## src/rtl/bwr_pkg.sv

```systemverilog
package bwr_pkg;

   // Pin role chosen by the mode input.
   typedef enum logic {
      BWR_DRIVE = 1'b0,
      BWR_GATE  = 1'b1
   } bwr_mode_e;

   // Gain for a ramp level: level / ramp_len, as a fixed-point value with frac_w fraction bits.
   function automatic int unsigned bwr_level_gain(input int unsigned lvl,
                                                  input int unsigned ramp_len,
                                                  input int unsigned frac_w);
      return (lvl << frac_w) / ramp_len;
   endfunction

endpackage

```

## src/rtl/bwr_pos_counter.sv

```systemverilog
module bwr_pos_counter #(
   parameter int CNT_W = 11
) (
   input  logic             clk,
   input  logic             rst_n,
   input  logic             line_start,
   output logic [CNT_W-1:0] pos
);

   localparam logic [CNT_W-1:0] POS_MAX = '1;

   logic [CNT_W-1:0] cnt_q;

   // Index of the pixel presented in this cycle: zero on a line start, otherwise one past the last index, held at the top value.
   always_comb begin
      if (line_start)
         pos = '0;
      else if (cnt_q == POS_MAX)
         pos = POS_MAX;
      else
         pos = cnt_q + 1'b1;
   end

   always_ff @(posedge clk) begin
      if (!rst_n)
         cnt_q <= POS_MAX;
      else
         cnt_q <= pos;
   end

endmodule

```

## src/rtl/bwr_window_decode.sv

```systemverilog
module bwr_window_decode #(
   parameter int CNT_W    = 11,
   parameter int RAMP_LEN = 4
) (
   input  logic             [CNT_W-1:0] pos,
   input  logic             [CNT_W-1:0] start_pos,
   input  logic             [CNT_W-1:0] end_pos,
   input  bwr_pkg::bwr_mode_e           mode,
   input  logic                         ext_level,
   output logic                         pin_win,
   output logic                         target
);

   localparam int EXT_W = CNT_W + 2;

   logic [EXT_W-1:0] lead_pos;
   logic [EXT_W-1:0] end_ext;
   logic             early_close;
   logic             gate_ok;

   // The internal target closes RAMP_LEN-1 pixels early, so the down-ramp ends on the last pixel inside the pin window.
   assign lead_pos    = EXT_W'(pos) + EXT_W'(RAMP_LEN - 1);
   assign end_ext     = EXT_W'(end_pos);
   assign early_close = (lead_pos >= end_ext);

   assign pin_win = (pos >= start_pos) && (pos < end_pos);
   assign gate_ok = (mode == bwr_pkg::BWR_GATE) ? ext_level : 1'b1;
   assign target  = pin_win && !early_close && gate_ok;

endmodule

```

## src/rtl/bwr_ramp_level.sv

```systemverilog
module bwr_ramp_level #(
   parameter int RAMP_LEN = 4,
   parameter int LVL_W    = $clog2(RAMP_LEN + 1)
) (
   input  logic             clk,
   input  logic             rst_n,
   input  logic             target,
   output logic [LVL_W-1:0] lvl_d
);

   localparam logic [LVL_W-1:0] LVL_TOP = LVL_W'(RAMP_LEN);

   logic [LVL_W-1:0] lvl_q;

   // Move one step toward the target from wherever the level stands; a reversal therefore never jumps.
   always_comb begin
      lvl_d = lvl_q;
      if (target && (lvl_q != LVL_TOP))
         lvl_d = lvl_q + 1'b1;
      else if (!target && (lvl_q != '0))
         lvl_d = lvl_q - 1'b1;
   end

   always_ff @(posedge clk) begin
      if (!rst_n)
         lvl_q <= '0;
      else
         lvl_q <= lvl_d;
   end

endmodule

```

## src/rtl/bwr_pixel_scale.sv

```systemverilog
module bwr_pixel_scale #(
   parameter int PIX_W  = 10,
   parameter int FRAC_W = 8,
   parameter bit ROUND  = 1'b0,
   parameter int GAIN_W = FRAC_W + 1
) (
   input  logic              clk,
   input  logic              rst_n,
   input  logic [PIX_W-1:0]  pix_in,
   input  logic [GAIN_W-1:0] gain,
   output logic [PIX_W-1:0]  pix_out
);

   localparam int PROD_W = PIX_W + GAIN_W;

   logic [PROD_W-1:0] prod;
   logic [PROD_W-1:0] biased;
   logic [PROD_W-1:0] shifted;
   logic [PIX_W-1:0]  pix_d;

   assign prod = PROD_W'(pix_in) * PROD_W'(gain);

   generate
      if (ROUND) begin : g_round
         assign biased = prod + PROD_W'(1 << (FRAC_W - 1));
      end else begin : g_trunc
         assign biased = prod;
      end
   endgenerate

   assign shifted = biased >> FRAC_W;
   assign pix_d   = PIX_W'(shifted);

   always_ff @(posedge clk) begin
      if (!rst_n)
         pix_out <= '0;
      else
         pix_out <= pix_d;
   end

endmodule

```

## src/rtl/blank_window_ramp.sv

```systemverilog
module blank_window_ramp #(
   parameter int CNT_W    = 11,
   parameter int PIX_W    = 10,
   parameter int FRAC_W   = 8,
   parameter int RAMP_LEN = 4,
   parameter bit ROUND    = 1'b0,
   localparam int GAIN_W  = FRAC_W + 1
) (
   input  logic              clk,
   input  logic              rst_n,
   input  logic              line_start,
   input  logic              mode_gate,
   input  logic [CNT_W-1:0]  start_pos,
   input  logic [CNT_W-1:0]  end_pos,
   input  logic              win_ext_in,
   input  logic [PIX_W-1:0]  pix_in,
   output logic              win_out,
   output logic              win_oe,
   output logic [GAIN_W-1:0] gain_out,
   output logic [PIX_W-1:0]  pix_out
);

   localparam int LVL_W = $clog2(RAMP_LEN + 1);

   // Elaboration-time parameter checks
   generate
      if (RAMP_LEN < 2 || (RAMP_LEN & (RAMP_LEN - 1)) != 0) begin : g_bad_ramp
         $error("RAMP_LEN must be a power of two of at least 2");
      end
      if (FRAC_W < $clog2(RAMP_LEN)) begin : g_bad_frac
         $error("FRAC_W too narrow for exact ramp steps");
      end
      if (CNT_W < 2) begin : g_bad_cnt
         $error("CNT_W must be at least 2");
      end
      if (PIX_W < 1) begin : g_bad_pix
         $error("PIX_W must be positive");
      end
   endgenerate

   bwr_pkg::bwr_mode_e mode;
   logic [CNT_W-1:0]   pos;
   logic               pin_win;
   logic               target;
   logic [LVL_W-1:0]   lvl_d;
   logic [GAIN_W-1:0]  gain_lut [RAMP_LEN+1];
   logic [GAIN_W-1:0]  gain_d;

   assign mode = bwr_pkg::bwr_mode_e'(mode_gate);

   bwr_pos_counter #(.CNT_W(CNT_W)) u_pos (
      .clk        (clk),
      .rst_n      (rst_n),
      .line_start (line_start),
      .pos        (pos)
   );

   bwr_window_decode #(.CNT_W(CNT_W), .RAMP_LEN(RAMP_LEN)) u_win (
      .pos       (pos),
      .start_pos (start_pos),
      .end_pos   (end_pos),
      .mode      (mode),
      .ext_level (win_ext_in),
      .pin_win   (pin_win),
      .target    (target)
   );

   bwr_ramp_level #(.RAMP_LEN(RAMP_LEN), .LVL_W(LVL_W)) u_lvl (
      .clk    (clk),
      .rst_n  (rst_n),
      .target (target),
      .lvl_d  (lvl_d)
   );

   // Gain table, one constant per ramp level
   generate
      for (genvar g = 0; g <= RAMP_LEN; g++) begin : g_lut
         assign gain_lut[g] = GAIN_W'(bwr_pkg::bwr_level_gain(g, RAMP_LEN, FRAC_W));
      end
   endgenerate

   assign gain_d = gain_lut[lvl_d];

   bwr_pixel_scale #(.PIX_W(PIX_W), .FRAC_W(FRAC_W), .ROUND(ROUND), .GAIN_W(GAIN_W)) u_scale (
      .clk     (clk),
      .rst_n   (rst_n),
      .pix_in  (pix_in),
      .gain    (gain_d),
      .pix_out (pix_out)
   );

   always_ff @(posedge clk) begin
      if (!rst_n) begin
         gain_out <= '0;
         win_out  <= 1'b0;
         win_oe   <= 1'b0;
      end else begin
         gain_out <= gain_d;
         win_out  <= pin_win && (mode == bwr_pkg::BWR_DRIVE);
         win_oe   <= (mode == bwr_pkg::BWR_DRIVE);
      end
   end

endmodule

```

## config.mk

```make
export PLATFORM = sky130hd
export DESIGN_NAME = blank_window_ramp
export DESIGN_NICKNAME = d
export VERILOG_FILES = /design/src/rtl/bwr_pkg.sv /design/src/rtl/bwr_pos_counter.sv /design/src/rtl/bwr_window_decode.sv /design/src/rtl/bwr_ramp_level.sv /design/src/rtl/bwr_pixel_scale.sv /design/src/rtl/blank_window_ramp.sv
export SDC_FILE = /design/constraint.sdc
export NUM_CORES = 1
export LEC_CHECK = 0
export BUFFER_PORTS_ARGS = -buffer_cell sky130_fd_sc_hd__buf_2
export CORE_MARGIN = 4
export CORE_UTILIZATION = 54
export CTS_CLUSTER_SIZE = 12
export DETAILED_ROUTE_END_ITERATION = 8
export HOLD_SLACK_MARGIN = 0.1
export PLACE_DENSITY = 0.77
export SYNTH_ARGS = -nofsm -noshare
export SYNTH_HDL_FRONTEND = slang
export SYNTH_SLANG_ARGS = --single-unit
```

## constraint.sdc

```tcl
create_clock -name clk -period 9.1 [get_ports clk]
set_clock_uncertainty 0.1 [all_clocks]
set_input_delay 1.82 -clock clk [delete_from_list [all_inputs] [get_ports clk]]
set_output_delay 1.82 -clock clk [all_outputs]
set_load 0.01 [all_outputs]
```

==> results of run 1 <==
-- power groups by stage --
stage                     Clock [uW]  Combinational [uW]  Sequential [uW]
final                           97.7                 622              170
after global routing             107                 728              174
after CTS                        100                 619              170
after detailed placement           0                 613              173
after global placement             0                 587              171
after floorplan                    0                 469              175
-- Yosys cell counts, types with 3 or more instances --
cell | instances | area share, %
ha_1 | 67 | 26
inv_1 | 40 | 4.6
and2_1 | 32 | 6.2
dfxtp_1 | 28 | 17
nand2_1 | 24 | 2.8
a21oi_1 | 19 | 2.9
a21o_1 | 14 | 3.2
xnor2_1 | 13 | 3.5
xor2_1 | 10 | 2.7
fa_1 | 9 | 5.5
nor2_1 | 9 | 1.0
nand3_1 | 8 | 1.2
nand4_1 | 8 | 1.5
buf_4 | 7 | 1.6
clkbuf_1 | 7 | 0.81
nand2b_1 | 7 | 1.3
and3_1 | 6 | 1.2
a211oi_1 | 4 | 0.92
nor4_1 | 4 | 0.77
a31oi_1 | 3 | 0.58
and4_1 | 3 | 0.81
buf_6 | 3 | 1.0
mux2i_1 | 3 | 0.92
nor2b_1 | 3 | 0.58
o2111ai_1 | 3 | 0.81
o21ai_0 | 3 | 0.46
-- flip-flops by register name (all words and copies together) (netlist names) --
signal	cells
u_pos.cnt_q	11
u_scale.pix_out	10
gain_out	3
u_lvl.lvl_q	2
win_oe	1
win_out	1
-- repair_timing --
item | in CTS | in global routing
setup endpoints to repair | 0 | 1
hold buffers | 0 | 0
gates resized for setup | 0 | 2
-- layout by cell type, fill, tap and decap left out, types with 4 or more instances in the layout --
master     n
fa_1       9
and3_1     6
xor2_1    10
nand3_1    8
a21o_1    14
nor2_1     9
xnor2_1   13
nand2b_1   7
conb_1     6
inv_1     40
dfxtp_1   28
nand2_1   24
and2_1    32
a211oi_1   4
ha_1      67
nor4_1     4
nand4_1    8
a21oi_1   19
buf_2     51
-- through the flow --
step	utilization (%)	setup WS, ns
after floorplan	-	0.768
final	63.7	0.625
after global placement	62.1	0.392
after detailed placement	62.1	0.112
after global routing	63.7	0.107
after CTS	63.4	0.416
-- worst max-delay path, delay by kind of cell --
family | cells | cell delay (ns)
multiplexers | 1 | 0.22
AO/OA/AOI/OAI | 9 | 2.12
buffers and inverters | 1 | 0.12
AND/OR/NAND/NOR | 9 | 1.43
adder cells (fa/ha/maj) | 8 | 2.51
XOR/XNOR | 2 | 0.33
-- kinds of logic (layout without fill, tap and decap cells) --
| group | Yosys count | in the layout | synth area share (%) |
|---|---|---|---|
| AND/OR/NAND/NOR | 120 | 120 | 21.6 |
| adder cells (fa/ha/maj) | 77 | 77 | 31.7 |
| AO/OA/AOI/OAI | 64 | 64 | 14.2 |
| buffers and inverters | 57 | 98 | 8.08 |
| flip-flops | 28 | 28 | 17.2 |
| XOR/XNOR | 23 | 23 | 6.20 |
| multiplexers | 3 | 3 | 0.924 |
| other | 1 | 6 | 0.115 |
-- layer usage --
metal  GRT usage [%]  share of wire [%]
met5               0                  0
met4            4.03               0.68
met3            1.06                4.1
met2            32.7                 46
met1            27.9                 49
-- area by class of cell --
class                   instances  area share, %
clock buffers                   3           1.14
multi-input cells             293           68.2
flip-flops and latches         28           15.5
clock inverters                 1          0.831
well taps                      72           2.49
inverters                      40           4.16
repair buffers                 54           7.69
-- final timing paths --
kind | from | endpoint | slack, ns | cells after the start
max | line_start | u_scale.pix_out[9] | 0.63 | 30
min | u_pos.cnt_q[0] | u_pos.cnt_q[0] | 0.58 | 2
max reg2reg | u_pos.cnt_q[0] | u_scale.pix_out[9] | 0.99 | 32
min reg2reg | u_pos.cnt_q[0] | u_pos.cnt_q[0] | 0.58 | 2
==> flow_summary.toml, run 1 <==
[status]
status = "finished clean"

[detailed_routing]
wirelength_um = 7050
vias = 2698
dr.pass1.iters = 5
drc = 0
drt_iter0_drc = 185
post_drt_via_cell_ratio = 5.49
drtAntennaViolNets = 0
post_drt_wl_per_cell_um = 14.4

[setup_path]
crit_top_cell = "ha_1"
crit_type = "input pin to register"
crit_arrival_ns = 8.54
critPathRequiredTime_ns = 9.17
worst_path_max_delay_cell = "fa_1"
slowest_delay_ns = 0.42
critPathMaxFanout = 12
start_kind = "input pin"
end_kind = "register"

[pwr]
ir_drop_mv = 0.195
power.leakage_uw = 0.00203
p_clk_share_pct = 11.0
cellPowerDensity_nw_per_um2 = 246
switching_share_pct = 44.7
p_switching_uw = 398
power.share.combinational_pct = 69.9
power_uw = 889
seq_power_share_pct = 19.1
internal_power_uw = 491

[clock_network]
clk_latency_ns = 0.27
path_clk_slew_ns = 0.10
cts_root_buf = "clkbuf_8"
cts_sinks = 28
htree_levels = 1
cts_buffer_depth = 2
postCtsSetupBuffers = 0
cts_tree = "done"
numCtsBuffers = 3

[floorplan]
core-area_um2 = 5680
row_count = 27
start_util_pct = 57.3
dieArea_um2 = 7320
die_x_um = 85.6
ioPinCount = 58
chipHeight_um = 85.6

[placed_design]
place_congestion = 0.847
io_buffers = 51
dp_cells = 487
dp_hpwl_um = 5940
place_area_um2 = 3520

[sta]
max_freq_mhz = 118
fin_crit_ns = 8.47
fin_tns_setup_ns = 0
drv_slew = 0
holdWs_ns = 0.579
rsz0062_at_grt = "false"
fin_crit_sh_pct = 93.1
hold_violations = 0
setup_viol = 0

[cells_and_area]
synthToLayoutAreaGrowth_pct = 11.2
seqCellArea_um2 = 561
fin_area_um2 = 3610
fillCellCount = 485
final_cells = 491
multi_input_area_um2 = 2460
fin_nets = 533
layout-drive-gt1-share_pct = 16.0
diodes = 0

[global_routing]
grt_max_degree = 23
grt_pass1_wl_um = 12000
grt_pass1_vias = 2643
antenna_found_initial = 0
grt-ovfl-total = 0
gr-usage-all-layers_pct = 19.6

[flow_run]
max_cap_viol_count = 0

[logic_synthesis]
synth-warning-count = 0
ys_types = 55
syn_area_per_cell_um2 = 8.71
syn_inst = 373
async_flop_share_pct = 0
synth_area_um2 = 3250
synth.yosys.seq_area_share_pct = 17.2
synth_edf_count = 0
ys.flop_type = "dfxtp_1"
ys_ff_latch = 28

[min_path]
min-delay-path-class = "register to register"
Note: power is estimated with default switching activity, not from simulation.
==> run 2: changes to the inputs <==
--- a/config.mk
+++ b/config.mk
@@ -11,6 +11,7 @@
 export CTS_CLUSTER_SIZE = 12
 export DETAILED_ROUTE_END_ITERATION = 8
 export HOLD_SLACK_MARGIN = 0.1
+export MAX_ROUTING_LAYER = met4
 export PLACE_DENSITY = 0.77
 export SYNTH_ARGS = -nofsm -noshare
 export SYNTH_HDL_FRONTEND = slang
==> run 2 against run 1 <==
Net effect: power grew 0.15%; clock power is essentially flat; wire length shrank 0.20%; count of clock-buffer cells in the layout is the same; non-clock buffer count is the same; hold slack lost 0.00088 ns; register-to-register slack is essentially flat; final area is the same; core utilization is the same; critical endpoint unchanged; largest power group unchanged.
==> flow_summary.toml, run 2 (synthesis gave the netlist of run 1 again) <==
[floorplan]
die_x_um = 85.6
core-area_um2 = 5680
dieArea_um2 = 7320
row_count = 27
chipHeight_um = 85.6
ioPinCount = 58
start_util_pct = 57.3

[clock_network]
numCtsBuffers = 3
htree_levels = 1
cts_buffer_depth = 2
cts_sinks = 28
postCtsSetupBuffers = 0
clk_latency_ns = 0.27
cts_tree = "done"
path_clk_slew_ns = 0.10
cts_root_buf = "clkbuf_8"

[status]
status = "finished clean"

[cells_and_area]
largestRegisters = "u_pos.cnt_q: 11 flops, u_scale.pix_out: 10 flops, gain_out: 3 flops"
fillCellCount = 485
final_cell_mix = "ha_1 (67), buf_2 (51), inv_1 (40)"
largest_reg_flops = 11
multi_input_area_um2 = 2460
diodes = 0
regMostFlops = "u_pos.cnt_q"
layout-drive-gt1-share_pct = 16.0
seqCellArea_um2 = 561
final_cells = 491
fin_nets = 533
synthToLayoutAreaGrowth_pct = 11.2
final_common_cell = "ha_1"

[setup_path]
worst_path_max_delay_cell = "fa_1"
slowest_delay_ns = 0.42
ff2ff_setup_slack_ns = 1.00
crit_arrival_ns = 8.54
critPathRequiredTime_ns = 9.17
crit_top_cell = "ha_1"
critPathMaxFanout = 12
reg2reg_to = "u_scale.pix_out[9]"
start_kind = "input pin"
crit_type = "input pin to register"
end_kind = "register"
reg2reg_from = "u_pos.cnt_q[0]"
worst-path-buf-inv = 1
critical_path.top_delay_family = "adder cells"
r2r_cells = 32

[sta]
fin_crit_ns = 8.47
drv_slew = 0
rsz0062_at_grt = "false"
setup_viol = 0
fin_tns_setup_ns = 0
fin_crit_sh_pct = 93.1
worst_slack_ns = 0.632
holdWs_ns = 0.578
max_freq_mhz = 118
hold_violations = 0

[detailed_routing]
post_drt_via_cell_ratio = 5.47
drc = 0
dr.pass1.iters = 4
post_drt_wl_per_cell_um = 14.3
wirelength_um = 7040
vias = 2688
drtAntennaViolNets = 0
drt_iter0_drc = 197

[global_routing]
grt-ovfl-total = 0
grt_pass1_vias = 2644
gr-usage-all-layers_pct = 20.2
grt_pass1_wl_um = 12100
grt_max_degree = 23
antenna_found_initial = 0

[pwr]
cellPowerDensity_nw_per_um2 = 246
ir_drop_mv = 0.194
power.leakage_uw = 0.00203

[placed_design]
io_buffers = 51
dp_hpwl_um = 5940
dp_cells = 487
place_congestion = 0.860
post-place-ws_ns = 0.112

[flow_run]
max_cap_viol_count = 0

[min_path]
min_from = "u_pos.cnt_q[0]"
min-delay-path-class = "register to register"
whs_endpoint = "u_pos.cnt_q[0]"
hold_path_depth = 2
## run 2: cell counts in the layout (fill, tap and decap cells not counted)
No cell type changed its count.
## run 2: area by class of cell
type | instances | share of cell area (%)
clock buffers | 3 | 1.14
clock inverters | 1 | 0.831
inverters | 40 | 4.16
multi-input cells | 293 | 68.2
flip-flops and latches | 28 | 15.5
well taps | 72 | 2.49
repair buffers | 54 | 7.69
## run 2: report_power, final
part	leakage [uW]	total, uW	switching (uW)	internal [uW]
clock	0.0000357	98.0	39.1	58.9
combinational	0.00176	622	341	281
sequential	0.000233	170	18.3	152
## run 2: timing repair
action	in CTS	in global routing
gates resized for setup	0	2
endpoints found under the setup margin	0	1
hold buffers	0	0
## run 2: metal layers
metal	vias to the layer above	track usage [%]	part of all wire, %
li1	1384	-	-
met2	60	32.8	46
met4	0	4.03	0.60
met1	1242	28.1	50
met5	-	-	0
met3	2	0.768	3.6
## run 2: per-stage QoR
stage	power [uW]	utilization [%]	instance area (um2)
3_3_place_gp	758	62.1	3520
6_report	890	63.7	3610
2_1_floorplan	645	-	3270
5_1_grt	1010	63.7	3610
4_1_cts	889	63.4	3600
3_5_place_dp	786	62.1	3520
## run 2: worst min-delay path, cell delays in order, from the launching register on
cell and delay (ns):
dfxtp_1 0.36, a21o_1 0.22, nand2_1 0.07
## run 2: worst max-delay path by stage
stage	start	end	slack (ns)	cells after the start
after global routing	line_start	u_scale.pix_out[9]	0.11	30
after floorplan	line_start	u_scale.pix_out[9]	0.77	32
after CTS	line_start	u_scale.pix_out[9]	0.42	30
final	line_start	u_scale.pix_out[9]	0.63	30
after detailed placement	line_start	u_scale.pix_out[9]	0.11	30
after global placement	line_start	u_scale.pix_out[9]	0.39	30
